===== src/rtl/ewi_pkg.sv =====
package ewi_pkg;

  // Which event started the pulse currently on the output.
  typedef enum logic [1:0] {
    CAUSE_NONE   = 2'd0,
    CAUSE_LEVEL  = 2'd1,  // sample run or strobe query: recovery may end it
    CAUSE_SUPPLY = 2'd2   // supply loss: always runs to timeout
  } ewi_cause_e;

  // Next length of the run of low samples, held at cap once reached.
  function automatic int unsigned next_run(int unsigned cur, logic low,
                                           int unsigned cap);
    if (!low) return 0;
    if (cur >= cap) return cap;
    return cur + 1;
  endfunction

  // Tick countdown of an active pulse, never going below zero.
  function automatic int unsigned next_countdown(int unsigned cur);
    return (cur == 0) ? 0 : cur - 1;
  endfunction

  // A supply-loss request takes precedence when events coincide.
  function automatic ewi_cause_e pick_cause(logic supply_req, logic level_req);
    if (supply_req) return CAUSE_SUPPLY;
    if (level_req)  return CAUSE_LEVEL;
    return CAUSE_NONE;
  endfunction

endpackage


===== src/rtl/ewi_run_filter.sv =====
module ewi_run_filter #(
  parameter int unsigned HITS = 3
) (
  input  logic                         clk,
  input  logic                         rst_n,
  input  logic                         tick_i,
  input  logic                         low_i,
  output logic                         fire_o,
  output logic [$clog2(HITS+1)-1:0]    run_o,
  output logic                         armed_o
);
  import ewi_pkg::*;

  localparam int unsigned CNT_W = $clog2(HITS + 1);
  localparam int unsigned CAP   = HITS - 1;

  logic [CNT_W-1:0] run_q;
  logic             armed_q;

  // fire on the HITS-th consecutive low sample while armed
  assign fire_o = tick_i && low_i && armed_q && (run_q == CNT_W'(CAP));

  always_ff @(posedge clk or negedge rst_n) begin
    if (!rst_n) begin
      run_q   <= '0;
      armed_q <= 1'b1;
    end else if (tick_i) begin
      run_q <= CNT_W'(next_run(32'(run_q), low_i, CAP));
      if (!low_i)      armed_q <= 1'b1;   // re-arm on a high sample
      else if (fire_o) armed_q <= 1'b0;
    end
  end

  assign run_o   = run_q;
  assign armed_o = armed_q;

endmodule


===== src/rtl/ewi_fall_detect.sv =====
module ewi_fall_detect (
  input  logic clk,
  input  logic rst_n,
  input  logic level_i,
  output logic fall_o
);
  logic prev_q;

  // Previous level resets low so that a low level out of reset is no edge.
  always_ff @(posedge clk or negedge rst_n) begin
    if (!rst_n) prev_q <= 1'b0;
    else        prev_q <= level_i;
  end

  assign fall_o = prev_q && !level_i;

endmodule


===== src/rtl/ewi_pulse_timer.sv =====
module ewi_pulse_timer #(
  parameter int unsigned TIMEOUT_TICKS = 7
) (
  input  logic                                 clk,
  input  logic                                 rst_n,
  input  logic                                 tick_i,
  input  logic                                 start_i,
  input  ewi_pkg::ewi_cause_e                  cause_i,
  input  logic                                 recovered_i,
  output logic                                 active_o,
  output logic [$clog2(TIMEOUT_TICKS+1)-1:0]   left_o
);
  import ewi_pkg::*;

  localparam int unsigned TMR_W = $clog2(TIMEOUT_TICKS + 1);

  logic             active_q;
  logic [TMR_W-1:0] left_q;
  ewi_cause_e       cause_q;
  logic             expire;
  logic             early;

  assign expire = tick_i && (left_q == TMR_W'(1));
  assign early  = tick_i && recovered_i && (cause_q == CAUSE_LEVEL);

  always_ff @(posedge clk or negedge rst_n) begin
    if (!rst_n) begin
      active_q <= 1'b0;
      left_q   <= '0;
      cause_q  <= CAUSE_NONE;
    end else if (!active_q) begin
      if (start_i) begin
        active_q <= 1'b1;
        left_q   <= TMR_W'(TIMEOUT_TICKS);
        cause_q  <= cause_i;
      end
    end else if (expire || early) begin
      active_q <= 1'b0;
      left_q   <= '0;
      cause_q  <= CAUSE_NONE;
    end else if (tick_i) begin
      left_q <= TMR_W'(next_countdown(32'(left_q)));
    end
  end

  assign active_o = active_q;
  assign left_o   = left_q;

endmodule


===== src/rtl/ewi_pulse_filter.sv =====
module ewi_pulse_filter #(
  parameter int unsigned HITS          = 3,
  parameter int unsigned TIMEOUT_TICKS = 7
) (
  input  logic clk,
  input  logic rst_n,
  input  logic tick_i,
  input  logic ew_low_i,
  input  logic vcc_ok_i,
  input  logic strobe_i,
  input  logic cmos_mode_i,
  output logic nmi_n_o
);
  import ewi_pkg::*;

  localparam int unsigned CNT_W = $clog2(HITS + 1);
  localparam int unsigned TMR_W = $clog2(TIMEOUT_TICKS + 1);

  // Named internal events, brought out for the checker.
  logic             low_gated;
  logic             fire_sample;
  logic             fire_strobe;
  logic             fire_supply;
  logic             fire_any;
  logic             strobe_fall;
  logic             supply_fall;
  logic             pulse_active;
  logic [CNT_W-1:0] run_len;
  logic             run_armed;
  logic [TMR_W-1:0] pulse_left;
  ewi_cause_e       start_cause;

  // samples while the supply is invalid count as healthy
  assign low_gated = ew_low_i && vcc_ok_i;

  ewi_run_filter #(.HITS(HITS)) u_run (
    .clk     (clk),
    .rst_n   (rst_n),
    .tick_i  (tick_i),
    .low_i   (low_gated),
    .fire_o  (fire_sample),
    .run_o   (run_len),
    .armed_o (run_armed)
  );

  ewi_fall_detect u_strobe_edge (
    .clk     (clk),
    .rst_n   (rst_n),
    .level_i (strobe_i),
    .fall_o  (strobe_fall)
  );

  ewi_fall_detect u_supply_edge (
    .clk     (clk),
    .rst_n   (rst_n),
    .level_i (vcc_ok_i),
    .fall_o  (supply_fall)
  );

  // strobe query only in CMOS mode with the flag low
  assign fire_strobe = strobe_fall && cmos_mode_i && low_gated;
  // supply-loss pulse only in NMOS mode
  assign fire_supply = supply_fall && !cmos_mode_i;
  assign fire_any    = fire_sample || fire_strobe || fire_supply;
  assign start_cause = pick_cause(fire_supply, fire_sample || fire_strobe);

  ewi_pulse_timer #(.TIMEOUT_TICKS(TIMEOUT_TICKS)) u_timer (
    .clk         (clk),
    .rst_n       (rst_n),
    .tick_i      (tick_i),
    .start_i     (fire_any),
    .cause_i     (start_cause),
    .recovered_i (!ew_low_i),
    .active_o    (pulse_active),
    .left_o      (pulse_left)
  );

  assign nmi_n_o = !pulse_active;   // inactive out of reset

endmodule


===== config.mk =====
export PLATFORM = sky130hd
export DESIGN_NAME = ewi_pulse_filter
export DESIGN_NICKNAME = d
export VERILOG_FILES = /design/src/rtl/ewi_pkg.sv /design/src/rtl/ewi_run_filter.sv /design/src/rtl/ewi_fall_detect.sv /design/src/rtl/ewi_pulse_timer.sv /design/src/rtl/ewi_pulse_filter.sv
export SDC_FILE = /design/constraint.sdc
export NUM_CORES = 1
export LEC_CHECK = 0
export ABC_AREA = 1
export BUFFER_PORTS_ARGS = -buffer_cell sky130_fd_sc_hd__buf_2
export CORE_AREA = 2 2 39 41
export DETAILED_ROUTE_END_ITERATION = 10
export DIE_AREA = 0 0 41 43
export GPL_TIMING_DRIVEN = 0
export PLACE_DENSITY = 0.64
export SYNTH_ARGS = -nofsm -noshare
export SYNTH_HDL_FRONTEND = slang
export SYNTH_SLANG_ARGS = --single-unit

===== constraint.sdc =====
create_clock -name clk -period 1.15 [get_ports clk]
set_input_delay 0.115 -clock clk [delete_from_list [all_inputs] [get_ports clk]]
set_output_delay 0.115 -clock clk [all_outputs]
set_load 0.02 [all_outputs]

==> out/results.tsv <==
stage	metric	value	unit
critical_path	CP Launch Type	flop	
cells_and_area	Util after Layout	0.552	
detailed_routing	Vias	526	
detailed_routing	1st-iter DRT viols	6	
cells_and_area	Non-Filler Instances	113	
yosys	synthesized cell area	586	sq um
critical_path	Setup crit end	u_timer.cause_q[1]	
timing	FMAX	0.877	GHz
critical_path	CP arrival	1.30	ns
timing	Setup violations, final	0	
global_route	initial antenna violation count	0	
detailed_routing	WL final	1160	um
timing	final hold vios	0	
floorplan	standard-cell row count	14	
global_route	M2 GR Usage	0.247	
placement	DP Wirelength	771	um
pwr	P_leak	0.420	nW
yosys	top post-synthesis cells by area	dfrtp_1 43%, nand2_1 14%, nand3_1 7.7%	
pwr	Power Density	1970	nW/um^2
timing	hold_ws	0.136	ns
floorplan	die area	1760	sq um
yosys	count of cell types in the netlist	14	
global_route	GR peak layer	met2	
detailed_routing	DRT Pass-1 Iters	4	
cells_and_area	layout net count	105	
clock_tree	Clock Tree Buf Depth	2	
timing	Min Clock Period, post-route	1.14	ns
critical_path	crit path from	u_run.armed_o	
critical_path	crit-path max FO	6	
yosys	Post-synth top cells	22 x nand2_1, 10 x dfrtp_1, 10 x nor2_1	
clock_tree	CTS tree	done	
cells_and_area	ratio of cells with drive above 1 in the final layout	0.381	
clock_tree	Clock transition at path regs	0.07	ns
placement	RePlAce Congestion	0.737	
detailed_routing	DR DRC count	0	
critical_path	RR Endpoint	u_timer.cause_q[1]	
placement	Port-buffer cells	7	
yosys	Yosys warning count	0	
global_route	total track usage	0.172	
global_route	routing usage on met1	0.231	
yosys	share of the synthesized area in the top cell type	0.427	
yosys	Syn Inst Count	77	
cells_and_area	# fillers	136	
critical_path	Cell Chain, Critical Path	inv_2 -> nor2_2 -> nand2_2 -> nand3_4 -> nand2_2 -> nand2_1 -> nand2_1	
global_route	first-pass GRT wire length	2010	um
yosys	Synth Area per Inst	7.60	sq um
cells_and_area	Area growth, synth to finish	30.6	%
yosys	Post-synth EDFFs	0	
detailed_routing	DRT antenna net count	0	
clock_tree	Skew-Pair Late Insertion Delay	0.27	ns
clock_tree	CTS buffer count	3	
yosys	syn_nets	84	
detailed_routing	drt via density	4.65	
critical_path	WS Path Type	flop to flop	
critical_path	Worst R2R Start	u_run.armed_o	
floorplan	die height	43	um
global_route	GRT Residual Overflow	0	
critical_path	crit-path max cell delay	0.53	ns
critical_path	Reg2Reg Setup Slack	0.01	ns
cells_and_area	n_diodes	0	
timing	clock skew	0.00254	ns
yosys	most common cell in the synthesized netlist	nand2_1	
floorplan	io pins	8	
pwr	Peak supply drop	907	uV
yosys	Yosys top cell by area	dfrtp_1	
global_route	vias in the first global route	481	
status	outcome	finished, final reports clean	
detailed_routing	drt wl/cell	10.3	um
yosys	Async SR Flop Fraction	1.00	
timing	RSZ-0062 raised after global routing	yes	
hold_path	hold crit path type	primary input to flop	
clock_tree	H-tree depth	1	
yosys	register area share after synthesis	0.472	
global_route	met3 Use GR	0.0471	
yosys	ys flop type	dfrtp_1	
clock_tree	CTS Root Cell	clkbuf_4	
timing	period utilization	0.991	
cells_and_area	multi-input logic area	289	sq um
floorplan	Die X	41	um
critical_path	depth of the most critical reg-to-reg path	7	
global_route	largest net degree at the start of global routing	12	
timing	max-slew violation count	0	
pwr	Pwr Total	1.51	mW
placement	dpl cells	100	
timing	Worst-Margin Slew	0.245	ns
floorplan	core area	1380	sq um
critical_path	Critical Path Sink Type	flop	
cells_and_area	Register Area	278	sq um
critical_path	WP data required	1.31	ns
timing	Fin Setup TNS	0	ns
timing	slew margin rel.	0.837	
critical_path	CP max stage cell	dfstp_2	
yosys	Seq cells post-synth	11	
clock_tree	CTS sink count	11	
job	max-cap check violation count	0	
floorplan	Initial Util	0.423	
## what timing repair did
action / CTS / global route
hold endpoints to repair: 13 / 0
pin swaps: 7 / 6
gates resized for setup: 3 / 7
setup buffers: 2 / 4
endpoints found under the setup margin: 5 / 7
hold buffers: 3 / 0
## sequential cells by signal, indices dropped and copies added, names as in the netlist
| name | cells |
|---|---|
| u_run.armed_o | 1 |
| u_run.run_o | 2 |
| u_strobe_edge.prev_q | 1 |
| u_supply_edge.prev_q | 1 |
| u_timer.active_o | 1 |
| u_timer.cause_q | 2 |
| u_timer.left_o | 3 |
## per-stage QoR
| step | setup slack (ns) | instance area [sq um] |
|---|---|---|
| floorplan | 0.0588 | 586 |
| global route | -0.0532 | 764 |
| detailed placement | -0.0100 | 641 |
| finish | 0.0102 | 764 |
| CTS | 0.000177 | 714 |
| global placement | 0.00869 | 641 |
## logic make-up after synthesis
kind of cell    count (synthesis)  synth area share
buf+inv                        11            0.0705
compound gates                  6            0.0534
flops                          11             0.472
simple gates                   49             0.404
## worst max-delay path, delay by kind of cell, from the launching register on
family / cells / cell delay [ns]
buffers and inverters: 1 / 0.04
AND/OR/NAND/NOR: 6 / 0.47
flip-flops: 1 / 0.53
## power breakdown
part           internal [mW]  switching, mW  leakage [nW]  total (mW)
Clock                  0.134          0.129        0.0150       0.263
Combinational          0.264          0.366         0.271       0.630
Sequential             0.500          0.117         0.134       0.617
Total                  0.898          0.611         0.420        1.51
## how the worst min path moves through the flow
| stage | startpoint | depth (start not counted) | end |
|---|---|---|---|
| final | tick_i | 2 | u_run.run_o[0] |
| after CTS | tick_i | 2 | u_run.run_o[0] |
| after floorplan | rst_n | 0 | u_run.run_o[0] |
| after global routing | cmos_mode_i | 4 | u_timer.cause_q[1] |
| after global placement | rst_n | 1 | u_run.run_o[1] |
| after detailed placement | rst_n | 1 | u_run.run_o[1] |
## metal layers
layer | up-vias | routed length, um
met5 | - | 0
met4 | 0 | 15
met3 | 2 | 36
met2 | 10 | 572
met1 | 235 | 538
li1 | 279 | -
## final cells by class
cell class | count | share of cell area
multi-input combinational | 55 | 0.378
sequential | 11 | 0.363
timing repair buffer | 16 | 0.144
inverter | 11 | 0.0540
clock buffer | 4 | 0.0344
tap | 16 | 0.0262
## cells in the final DEF (no fill, tap or decap), drive strengths merged
master / Yosys / layout
dfrtp: 10 / 10
clkbuf: 0 / 4
inv: 11 / 11
nor2: 11 / 11
nand2: 28 / 28
dfstp: 1 / 1
o22ai: 1 / 1
buf: 0 / 13
nand3: 10 / 10
dlygate4sd3: 0 / 3
o21ai: 2 / 2
a21oi: 3 / 3
Power figures use the tool's default switching activity.
